==> src/rtl/irq_map_gate_pkg.sv <==
package irq_map_gate_pkg;

    // Register-bus windows (byte offsets in the low 16 address bits).
    localparam logic [15:0] PCI_MAP_LO = 16'h0C00;
    localparam logic [15:0] PCI_MAP_HI = 16'h0C3F;
    localparam logic [15:0] IO_MAP_LO  = 16'h1000;
    localparam logic [15:0] IO_MAP_HI  = 16'h1080;
    localparam logic [15:0] PCI_CLR_LO = 16'h1400;
    localparam logic [15:0] PCI_CLR_HI = 16'h143F;
    localparam logic [15:0] IO_CLR_LO  = 16'h1800;
    localparam logic [15:0] IO_CLR_HI  = 16'h1860;

    // Width of the register index carried from the decoder.
    localparam int WIN_IDX_W = 5;

    // Fixed interrupt-number bases held in bits 30:0 of the map registers.
    localparam logic [30:0] PCI_NUM_BASE = 31'h7C0;
    localparam logic [30:0] IO_NUM_BASE  = 31'h7E0;

    // First output line reached through the I/O clear window.
    localparam int IO_CLR_LINE_BASE = 32;

    typedef enum logic [2:0] {
        WIN_NONE,
        WIN_PCI_MAP,
        WIN_IO_MAP,
        WIN_PCI_CLR,
        WIN_IO_CLR
    } win_e;

    typedef enum logic [1:0] {
        LN_OFF,
        LN_ON,
        LN_SQUELCHED
    } line_state_e;

endpackage

==> src/rtl/irq_map_decode.sv <==
module irq_map_decode
    import irq_map_gate_pkg::*;
#(
    parameter int ADDR_W = 16
) (
    input  logic [ADDR_W-1:0]    addr,
    output win_e                 win,
    output logic [WIN_IDX_W-1:0] idx
);

    logic [15:0] off;
    assign off = addr[15:0];

    // Only the word with address bit 2 set is live in every window.
    always_comb begin
        win = WIN_NONE;
        idx = '0;
        if (off[2]) begin
            if (off >= PCI_MAP_LO && off <= PCI_MAP_HI) begin
                win = WIN_PCI_MAP;
                idx = WIN_IDX_W'(off[5:3]);
            end else if (off >= IO_MAP_LO && off <= IO_MAP_HI) begin
                win = WIN_IO_MAP;
                idx = off[7:3];
            end else if (off >= PCI_CLR_LO && off <= PCI_CLR_HI) begin
                win = WIN_PCI_CLR;
                idx = WIN_IDX_W'(off[5:3]);
            end else if (off >= IO_CLR_LO && off <= IO_CLR_HI) begin
                win = WIN_IO_CLR;
                idx = off[7:3];
            end
        end
    end

endmodule

==> src/rtl/irq_map_regs.sv <==
module irq_map_regs
    import irq_map_gate_pkg::*;
#(
    parameter int NUM_PCI_MAPS = 8,
    parameter int NUM_IO_MAPS  = 32
) (
    input  logic                    clk,
    input  logic                    rst_n,
    input  logic                    wr_en,
    input  logic                    wr_flag,
    input  win_e                    win,
    input  logic [WIN_IDX_W-1:0]    idx,
    output logic [NUM_PCI_MAPS-1:0] pci_en,
    output logic [NUM_IO_MAPS-1:0]  io_en,
    output logic [31:0]             rd_data
);

    localparam int PIDX_W = $clog2(NUM_PCI_MAPS);
    localparam int IIDX_W = $clog2(NUM_IO_MAPS);

    // Only the enable flags are storage; interrupt numbers are constants.
    always_ff @(posedge clk or negedge rst_n) begin
        if (!rst_n) begin
            pci_en <= '0;
            io_en  <= '0;
        end else if (wr_en) begin
            for (int i = 0; i < NUM_PCI_MAPS; i++) begin
                if (win == WIN_PCI_MAP && idx == WIN_IDX_W'(i)) begin
                    pci_en[i] <= wr_flag;
                end
            end
            for (int i = 0; i < NUM_IO_MAPS; i++) begin
                if (win == WIN_IO_MAP && idx == WIN_IDX_W'(i)) begin
                    io_en[i] <= wr_flag;
                end
            end
        end
    end

    always_comb begin
        unique case (win)
            WIN_PCI_MAP: rd_data = {pci_en[idx[PIDX_W-1:0]],
                                    PCI_NUM_BASE | (31'(idx[PIDX_W-1:0]) << 2)};
            WIN_IO_MAP:  rd_data = {io_en[idx[IIDX_W-1:0]],
                                    IO_NUM_BASE + 31'(idx[IIDX_W-1:0])};
            default:     rd_data = '0;
        endcase
    end

endmodule

==> src/rtl/irq_line_gate.sv <==
module irq_line_gate
    import irq_map_gate_pkg::*;
#(
    parameter int NUM_LINES = 48
) (
    input  logic                 clk,
    input  logic                 rst_n,
    input  logic [NUM_LINES-1:0] irq_in,
    input  logic [NUM_LINES-1:0] line_en,
    input  logic [NUM_LINES-1:0] clr,
    output logic [NUM_LINES-1:0] irq_out
);

    for (genvar n = 0; n < NUM_LINES; n++) begin : g_line
        line_state_e st_q;
        line_state_e st_d;
        logic        in_q;
        logic        en_q;
        logic        ev;
        logic        pass;

        assign ev   = (irq_in[n] ^ in_q) | (line_en[n] ^ en_q);
        assign pass = irq_in[n] & line_en[n];

        // State register with the history used for event detection.
        always_ff @(posedge clk or negedge rst_n) begin
            if (!rst_n) begin
                st_q <= LN_OFF;
                in_q <= 1'b0;
                en_q <= 1'b0;
            end else begin
                st_q <= st_d;
                in_q <= irq_in[n];
                en_q <= line_en[n];
            end
        end

        // Next state: a clear beats any event on the same edge.
        always_comb begin
            st_d = st_q;
            unique case (st_q)
                LN_OFF:       if (ev && pass)  st_d = LN_ON;
                LN_ON:        if (ev && !pass) st_d = LN_OFF;
                LN_SQUELCHED: if (ev)          st_d = pass ? LN_ON : LN_OFF;
                default:                       st_d = LN_OFF;
            endcase
            if (clr[n]) begin
                st_d = LN_SQUELCHED;
            end
        end

        assign irq_out[n] = (st_q == LN_ON);
    end

endmodule

==> src/rtl/irq_map_gate.sv <==
module irq_map_gate
    import irq_map_gate_pkg::*;
#(
    parameter int ADDR_W            = 16,
    parameter int NUM_PCI_MAPS      = 8,
    parameter int NUM_IO_MAPS       = 32,
    parameter int PCI_LINES_PER_MAP = 4,
    parameter int NUM_IO_LINES      = 16,
    localparam int NUM_PCI_LINES    = NUM_PCI_MAPS * PCI_LINES_PER_MAP,
    localparam int NUM_LINES        = NUM_PCI_LINES + NUM_IO_LINES
) (
    input  logic                 clk,
    input  logic                 rst_n,
    input  logic [ADDR_W-1:0]    bus_addr,
    input  logic [31:0]          bus_wdata,
    input  logic                 bus_we,
    output logic [31:0]          bus_rdata,
    input  logic [NUM_LINES-1:0] irq_in,
    output logic [NUM_LINES-1:0] irq_out
);

    win_e                    win;
    logic [WIN_IDX_W-1:0]    idx;
    logic [NUM_PCI_MAPS-1:0] pci_en;
    logic [NUM_IO_MAPS-1:0]  io_en;
    logic [NUM_LINES-1:0]    line_en;
    logic [NUM_LINES-1:0]    clr_vec;
    logic                    unused_bits;

    assign unused_bits = ^{bus_wdata[30:0], io_en[NUM_IO_MAPS-1:NUM_IO_LINES]};

    irq_map_decode #(
        .ADDR_W (ADDR_W)
    ) u_decode (
        .addr (bus_addr),
        .win  (win),
        .idx  (idx)
    );

    irq_map_regs #(
        .NUM_PCI_MAPS (NUM_PCI_MAPS),
        .NUM_IO_MAPS  (NUM_IO_MAPS)
    ) u_regs (
        .clk     (clk),
        .rst_n   (rst_n),
        .wr_en   (bus_we),
        .wr_flag (bus_wdata[31]),
        .win     (win),
        .idx     (idx),
        .pci_en  (pci_en),
        .io_en   (io_en),
        .rd_data (bus_rdata)
    );

    // Per-line enable selection and clear strobes.
    for (genvar n = 0; n < NUM_LINES; n++) begin : g_route
        if (n < NUM_PCI_LINES) begin : g_pci
            assign line_en[n] = pci_en[n / PCI_LINES_PER_MAP];
        end else begin : g_io
            assign line_en[n] = io_en[n - NUM_PCI_LINES];
        end
        assign clr_vec[n] = bus_we &&
            ((win == WIN_PCI_CLR && int'(idx) == n) ||
             (win == WIN_IO_CLR  && IO_CLR_LINE_BASE + int'(idx) == n));
    end

    irq_line_gate #(
        .NUM_LINES (NUM_LINES)
    ) u_gate (
        .clk     (clk),
        .rst_n   (rst_n),
        .irq_in  (irq_in),
        .line_en (line_en),
        .clr     (clr_vec),
        .irq_out (irq_out)
    );

endmodule

==> config.mk <==
export PLATFORM = sky130hd
export DESIGN_NAME = irq_map_gate
export DESIGN_NICKNAME = d
export VERILOG_FILES = /design/src/rtl/irq_map_gate_pkg.sv /design/src/rtl/irq_map_decode.sv /design/src/rtl/irq_map_regs.sv /design/src/rtl/irq_line_gate.sv /design/src/rtl/irq_map_gate.sv
export SDC_FILE = /design/constraint.sdc
export NUM_CORES = 1
export LEC_CHECK = 0
export BUFFER_PORTS_ARGS = -buffer_cell sky130_fd_sc_hd__buf_2
export CAP_MARGIN = 20
export CORE_MARGIN = 2
export CORE_UTILIZATION = 51
export CTS_CLUSTER_DIAMETER = 40
export CTS_CLUSTER_SIZE = 25
export DETAILED_ROUTE_END_ITERATION = 6
export GPL_TIMING_DRIVEN = 0
export PLACE_DENSITY_LB_ADDON = 0.05
export SETUP_SLACK_MARGIN = 0.2
export SYNTH_ARGS = -nofsm -noshare
export SYNTH_HDL_FRONTEND = slang
export SYNTH_SLANG_ARGS = --single-unit
==> constraint.sdc <==
create_clock -name clk -period 3.95 [get_ports clk]
set_input_delay 0.395 -clock clk [delete_from_list [all_inputs] [get_ports clk]]
set_output_delay 0.395 -clock clk [all_outputs]
set_load 0.03 [all_outputs]
==> results by group, run 1 <==
Die
  • Initial Utilization: 0.519
  • I/O pin total: 179
  • Core ar.: 18600 µm²
  • Die Area: 20100 µm²
  • Die W: 142 µm
  • Cell Rows: 50
  • Die Ht: 142 µm

Yosys
  • Post-Synthesis Cell Area: 9670 µm²
  • Post-synth EDFFs: 0
  • Post-Synth Simple-Gate Area: 0.178
  • Asr flop ratio synth: 1.00
  • Mapped Cells: 977
  • Synth area leaders: dfrtp_1 (50%), xor2_1 (3.7%), a21oi_1 (3.7%)
  • Distinct cell type count after synthesis: 57
  • Top_reg_cell synth: dfrtp_1
  • Post-Synth Adder-Cell Area: 0
  • Top cell type's share of synthesized area: 0.497
  • Ys Warns: 0
  • Largest family of logic cells by synthesized area: simple AND/OR/NAND/NOR gates
  • Post-synthesis mux area share: 0.0401
  • Post-Synth XOR/XNOR Area: 0.0652
  • Synth cell count leaders: dfrtp_1 (192), a21oi_1 (71), inv_1 (71), nor2_1 (63)
  • Most numerous cell in the Yosys netlist: dfrtp_1
  • Synthesized flop and latch total: 192
  • Sequential area share after synthesis: 0.497
  • Complex-gate fraction of the synthesized area: 0.160
  • Post-synth top area cell: dfrtp_1
  • Syn_area_per_cell: 9.90 µm²

Global route
  • Initial antenna violation count: 1
  • Gr usage total: 0.218
  • Largest net degree at the start of global routing: 100
  • Global-route wire length before repair: 35.3 mm
  • Grt ovf: 0
  • Vias in the first global route: 7109

Worst setup path
  • CP max FO: 10
  • Slowest CP cell: nor4b_4
  • Worst EP required: 3.56 ns
  • Worst path cell trace: buf_2 -> nor3_1 -> nand4b_1 -> nor4b_4 -> o21ai_2 -> nor2_1 -> a21oi_1 -> o311ai_0 -> buf_2
  • CP Launch Type: input pin
  • Crit path arrival time: 3.15 ns
  • Reg2reg path depth: 4
  • Worst Setup End Kind: output port
  • Most common cell on crit path: buf_2
  • Slowest cell delay on critical path: 0.62 ns
  • Crit Path Category: in2out

Clock network
  • CTS sink count: 192
  • H-tree Lvls: 4
  • CTS tree: yes
  • Clock Latency Late Sink: 0.43 ns
  • Total CTS buffers: 17
  • Max clock buf depth: 2
  • Cts repair resizes: 0
  • Clk slew on worst S/H paths: 0.07 ns
  • Root Buffer: clkbuf_16

STA
  • Final Critical Period: 3.54 ns
  • Fin Hold WS: 0.106 ns
  • Fmax: 0.282 GHz
  • Fin. Hold Viols: 0
  • RSZ-0062 raised after global routing: no
  • Number of setup violations in the final report: 0
  • Slew Limit Fails: 0
  • Least-Margin Pin Slew: 0.723 ns
  • Skew final: 0.00719 ns
  • Slew HR: 0.518
  • Final worst-path cycle share: 0.897

Cells and area
  • Area of the multi-input gates: 4360 µm²
  • Total of fill cells in the finished design: 1647
  • Seq. cell area: 4800 µm²
  • Area growth syn-to-layout: 17.1%
  • Post-route cell area: 11300 µm²
  • Share of cells above drive strength 1: 0.182
  • N_diodes: 0
  • Final #Nets: 1242

Drt
  • DRT iter0 DRCs: 489
  • Drt total wl: 20.9 mm
  • Via count: 7560
  • Pre-Repair DR Iteration Count: 5
  • Vias/cell: 5.45
  • ANT nets after route: 0
  • Residual DRC count: 0
  • Routed len/inst: 15.1 µm

Power
  • Max VDD drop: 0.305 mV
  • Power Density: 366 nW/µm²
  • P_leak: 5.41 nW

Place
  • RePlAce Congestion: 0.873
  • Hpwl dp: 15.0 mm
  • Post-DP Area: 10700 µm²
  • Number of port buffers: 126

Job
  • Max-cap viol count: 0

Min path
  • Hold Crit Class: in2reg
  • Hold Path Stages: 1

Run status
  • Outcome: complete, no violations
## report_power, final
| group | internal (mW) | total [mW] | switching (mW) |
|---|---|---|---|
| registers | 2.00 | 2.03 | 0.0314 |
| logic | 0.122 | 0.323 | 0.201 |
| clock network | 1.07 | 1.79 | 0.721 |
## area by class of cell
type	instances	area share
Timing Repair Buffer	128	0.0599
Tap cell	234	0.0259
Buffer	58	0.0274
Clock inverter	10	0.0141
Clock buffer	20	0.0395
Inverter	71	0.0235
Multi-Input combinational cell	675	0.385
Sequential cell	192	0.424
## state kept, by name (all words and copies together) (netlist names)
signal,count
u_regs.io_en,16
u_gate.g_line.st_q,96
u_gate.g_line.en_q,24
u_regs.pci_en,8
u_gate.g_line.in_q,48
## metal layers
metal / wire length [µm] / track usage / vias to the layer above / share of wire
met1: 10000 / 0.311 / 3595 / 0.48
li1: - / - / 3770 / -
met3: 1010 / 0.0493 / 20 / 0.048
met4: 280 / 0.0647 / 2 / 0.013
met2: 9630 / 0.338 / 173 / 0.46
met5: 11 / 0 / - / 0.00053
## repair_timing
action,CTS,global route
hold endpoints to repair,4,0
setup buffers,0,0
hold buffers,1,0
## layout by cell type, fill, tap and decap left out, types with 6 or more instances in the layout
cell type / instances
dfrtp_1: 192
buf_2: 127
a21oi_1: 71
inv_1: 71
nor2_1: 63
nand2b_1: 49
o21ai_0: 49
nand2_1: 48
nor3_1: 43
xor2_1: 41
xnor2_1: 31
clkbuf_1: 29
a211oi_1: 29
nor4b_1: 28
mux2_2: 24
buf_4: 24
o31ai_1: 22
nor2b_1: 21
conb_1: 20
clkbuf_16: 17
and3_1: 13
nand3b_1: 12
a22oi_1: 10
o32ai_1: 10
a31oi_1: 7
nand4b_1: 6
a21o_1: 6
## worst paths after layout
path | endpoint | start | slack, ns
max | bus_rdata[31] | bus_addr[15] | 0.41
max reg2reg | u_gate.g_line[3].st_q[0]$_DFFE_PN0P_ | u_regs.pci_en[0]$_DFFE_PN0P_ | 2.09
max in group asynchronous | u_gate.g_line[47].st_q[1]$_DFFE_PN0P_ | rst_n | 2.47
min reg2reg | u_gate.g_line[47].en_q$_DFF_PN0_ | u_regs.io_en[15]$_DFFE_PN0P_ | 0.38
min | u_gate.g_line[42].in_q$_DFF_PN0_ | irq_in[42] | 0.11
min in group asynchronous | u_gate.g_line[13].st_q[0]$_DFFE_PN0P_ | rst_n | 0.57
## worst max-delay path, delay by kind of cell
kind / cells / cell delay, ns
AOI/OAI and AO/OA: 3 / 0.87
buffers and inverters: 2 / 0.41
and+or+nand+nor: 4 / 1.47
## logic make-up after synthesis
group                  Yosys count
AO/OA/AOI/OAI                  241
XOR/XNOR                        72
buffers and inverters          129
flip-flops                     192
multiplexers                    33
other                            1
AND/OR/NAND/NOR                309
## through the flow
step           total power [mW]  TNS [ns]  std cells   util  setup WS [ns]
2_1_floorplan              2.25         0        996      -          0.403
3_3_place_gp               2.38   -145.57       1356  0.572         -0.774
3_5_place_dp               2.39         0       1357  0.574          0.531
4_1_cts                    4.19         0       1388  0.607          0.513
5_1_grt                    4.31         0       1388  0.607          0.309
6_report                   4.14         0       1388  0.607          0.409
Power figures use the tool's default switching activity.
==> inputs of run 2 (changes only) <==
Settings changed: CAP_MARGIN 20 to 30, CORE_ASPECT_RATIO set to 0.7.
==> run 2 against run 1 <==
Net effect:
- final cell count is 0.79% higher
- die area hardly changed
- clock power hardly changed
- sequential share of layout area hardly changed
- clock skew is 0.0036 ns higher
- routed wire length is 1.5% higher
- sequential power hardly changed
- cell area is 0.11% higher
- flip-flop and latch count stayed put
- fmax is 4.2% higher
- critical path type unchanged
==> results by group, run 2 (synthesized netlist as in run 1, its figures left out) <==
Min path
  • Hold Crit Class: in2reg (unchanged)
  • Hold Path Stages: 1 (unchanged)
  • HP Start: irq_in[3] (was irq_in[42])
  • Hold Path End: u_gate.g_line[3].in_q$_DFF_PN0_ (was u_gate.g_line[42].in_q$_DFF_PN0_)

Worst setup path
  • Most common cell on crit path: buf_2 (unchanged)
  • Slowest CP cell: nor4b_4 (unchanged)
  • Reg2reg path depth: 4 (unchanged)
  • CP Launch Type: input pin (unchanged)
  • Worst-case register-to-register setup slack: 2.14 ns (was 2.09 ns)
  • CP delay by family, top: compound AO/OA/AOI/OAI gates (was simple AND/OR/NAND/NOR gates)
  • Worst EP required: 3.56 ns (about the same)
  • Crit path arrival time: 3.00 ns (was 3.15 ns)
  • Crit Path Category: in2out (unchanged)
  • Slowest cell delay on critical path: 0.51 ns (was 0.62 ns)
  • Worst flop-to-flop path startpoint: u_regs.pci_en[0]$_DFFE_PN0P_ (unchanged)
  • Worst Setup End Kind: output port (unchanged)
  • Reg2reg end: u_gate.g_line[3].st_q[0]$_DFFE_PN0P_ (unchanged)
  • Critical path buffers and inverters: 4 (was 2)
  • CP max FO: 10 (unchanged)
  • Worst path cell trace: buf_2 -> or2_1 -> clkbuf_1 -> o211a_1 -> nor4b_4 -> o21a_1 -> buf_2 -> mux2i_1 -> o2111ai_1 -> o311ai_0 -> buf_2 (was buf_2 -> nor3_1 -> nand4b_1 -> nor4b_4 -> o21ai_2 -> nor2_1 -> a21oi_1 -> o311ai_0 -> buf_2)

Cells and area
  • Commonest non-fill, non-tap cell in the layout: dfrtp_1 (unchanged)
  • Most frequent cells in the layout: dfrtp_1 (192), buf_2 (127), a21oi_1 (71), inv_1 (71), nor2_1 (63) (unchanged)
  • Post-Layout Cell Count: 1399 (was 1388)
  • Max reg flops: 96 (unchanged)
  • Area growth syn-to-layout: 17.2% (was 17.1%)
  • Area of the multi-input gates: 4360 µm² (unchanged)
  • Seq. cell area: 4800 µm² (unchanged)
  • Share of cells above drive strength 1: 0.185 (was 0.182)
  • Biggest register: u_gate.g_line.st_q (unchanged)
  • Total of fill cells in the finished design: 1633 (was 1647)
  • Largest regs: u_gate.g_line.st_q (96), u_gate.g_line.in_q (48), u_gate.g_line.en_q (24) (unchanged)
  • Post-route cell area: 11300 µm² (about the same)
  • Final #Nets: 1242 (unchanged)

Die
  • Die Ht: 119 µm (was 142 µm)
  • Die W: 169 µm (was 142 µm)
  • I/O pin total: 179 (unchanged)
  • Initial Utilization: 0.515 (was 0.519)
  • Cell Rows: 42 (was 50)
  • Die Area: 20100 µm² (about the same)
  • Core ar.: 18800 µm² (was 18600 µm²)

Power
  • Max VDD drop: 0.251 mV (was 0.305 mV)
  • Power Density: 363 nW/µm² (was 366 nW/µm²)
  • Overall Power: 4.12 mW (was 4.14 mW)
  • P_leak: 5.42 nW (was 5.41 nW)

Drt
  • ANT nets after route: 0 (unchanged)
  • Residual DRC count: 0 (unchanged)
  • Pre-Repair DR Iteration Count: 4 (was 5)
  • Via count: 7550 (was 7560)
  • Vias/cell: 5.40 (was 5.45)
  • Drt total wl: 21.3 mm (was 20.9 mm)
  • Routed len/inst: 15.2 µm (was 15.1 µm)
  • DRT iter0 DRCs: 425 (was 489)

Clock network
  • Clk slew on worst S/H paths: 0.08 ns (was 0.07 ns)
  • Total CTS buffers: 17 (unchanged)
  • CTS tree: yes (unchanged)
  • Clock Latency Late Sink: 0.44 ns (was 0.43 ns)
  • CTS sink count: 192 (unchanged)
  • Max clock buf depth: 2 (unchanged)
  • Setup Buffers After CTS: 0 (unchanged)
  • Cts repair resizes: 0 (unchanged)
  • Root Buffer: clkbuf_16 (unchanged)
  • H-tree Lvls: 4 (unchanged)

Global route
  • Grt ovf: 0 (unchanged)
  • Initial antenna violation count: 1 (unchanged)
  • Vias in the first global route: 6929 (was 7109)
  • Gr usage total: 0.221 (was 0.218)
  • Global-route wire length before repair: 35.4 mm (was 35.3 mm)
  • Largest net degree at the start of global routing: 108 (was 100)

STA
  • Skew final: 0.0108 ns (was 0.00719 ns)
  • Number of setup violations in the final report: 0 (unchanged)
  • Slew HR: 0.564 (was 0.518)
  • RSZ-0062 raised after global routing: no (unchanged)
  • Final worst-path cycle share: 0.860 (was 0.897)
  • Fin Hold WS: 0.101 ns (was 0.106 ns)
  • Fmax: 0.294 GHz (was 0.282 GHz)
  • Least-Margin Pin Slew: 0.650 ns (was 0.723 ns)
  • Slew Limit Fails: 0 (unchanged)
  • Fin. Hold Viols: 0 (unchanged)
  • Final Critical Period: 3.40 ns (was 3.54 ns)

Place
  • Post-DP Area: 10700 µm² (about the same)
  • Number of port buffers: 126 (unchanged)
  • Placed Instances: 1365 (was 1357)
  • RePlAce Congestion: 0.837 (was 0.873)
  • Hpwl dp: 15.3 mm (was 15.0 mm)

Job
  • Max-cap viol count: 0 (unchanged)

Run status
  • Outcome: complete, no violations (unchanged)
run 2: area by class of cell:
type                       count  area share
buffer                        58      0.0274
tap                          242      0.0267
inverter                      71      0.0235
multi-input combinational    675       0.385
clock inverter                14      0.0148
antenna                        1    0.000221
clock buffer                  18      0.0388
sequential                   192       0.424
timing repair buffer         128      0.0598
run 2: worst max-delay path by stage:
stage | endpoint | depth (start not counted) | start | slack [ns]
after floorplan | bus_rdata[31] | 6 | bus_addr[1] | 0.40
after global placement | u_gate.g_line[30].st_q[1]$_DFFE_PN0P_ | 1 | rst_n | -0.76
after detailed placement | bus_rdata[31] | 11 | bus_addr[4] | 0.59
after CTS | bus_rdata[31] | 11 | bus_addr[4] | 0.58
after global routing | bus_rdata[31] | 10 | bus_addr[15] | 0.35
final | bus_rdata[31] | 11 | bus_addr[4] | 0.55
run 2: power by group:
part | switching, mW | internal, mW
registers | 0.0315 | 2.00
clock network | 0.836 | 0.929
logic | 0.202 | 0.122
total | 1.07 | 3.05
run 2: routing by layer:
metal / GRT usage / up-vias / wire, µm
met5: 0 / - / 0
met4: 0.0577 / 0 / 234
met3: 0.0452 / 18 / 990
met2: 0.303 / 161 / 8720
met1: 0.352 / 3609 / 11300
li1: - / 3762 / -
run 2: metrics by stage:
| step | setup WS [ns] | setup TNS (ns) | util |
|---|---|---|---|
| after global routing | 0.347 | 0 | 0.604 |
| final | 0.551 | 0 | 0.604 |
| after CTS | 0.575 | 0 | 0.604 |
| after global placement | -0.755 | -140.52 | 0.569 |
| after floorplan | 0.403 | 0 | - |
| after detailed placement | 0.591 | 0 | 0.571 |
run 2: repair_timing:
item,in CTS,in global routing
setup endpoints to repair,0,0
hold buffers,1,0
hold endpoints to repair,85,0
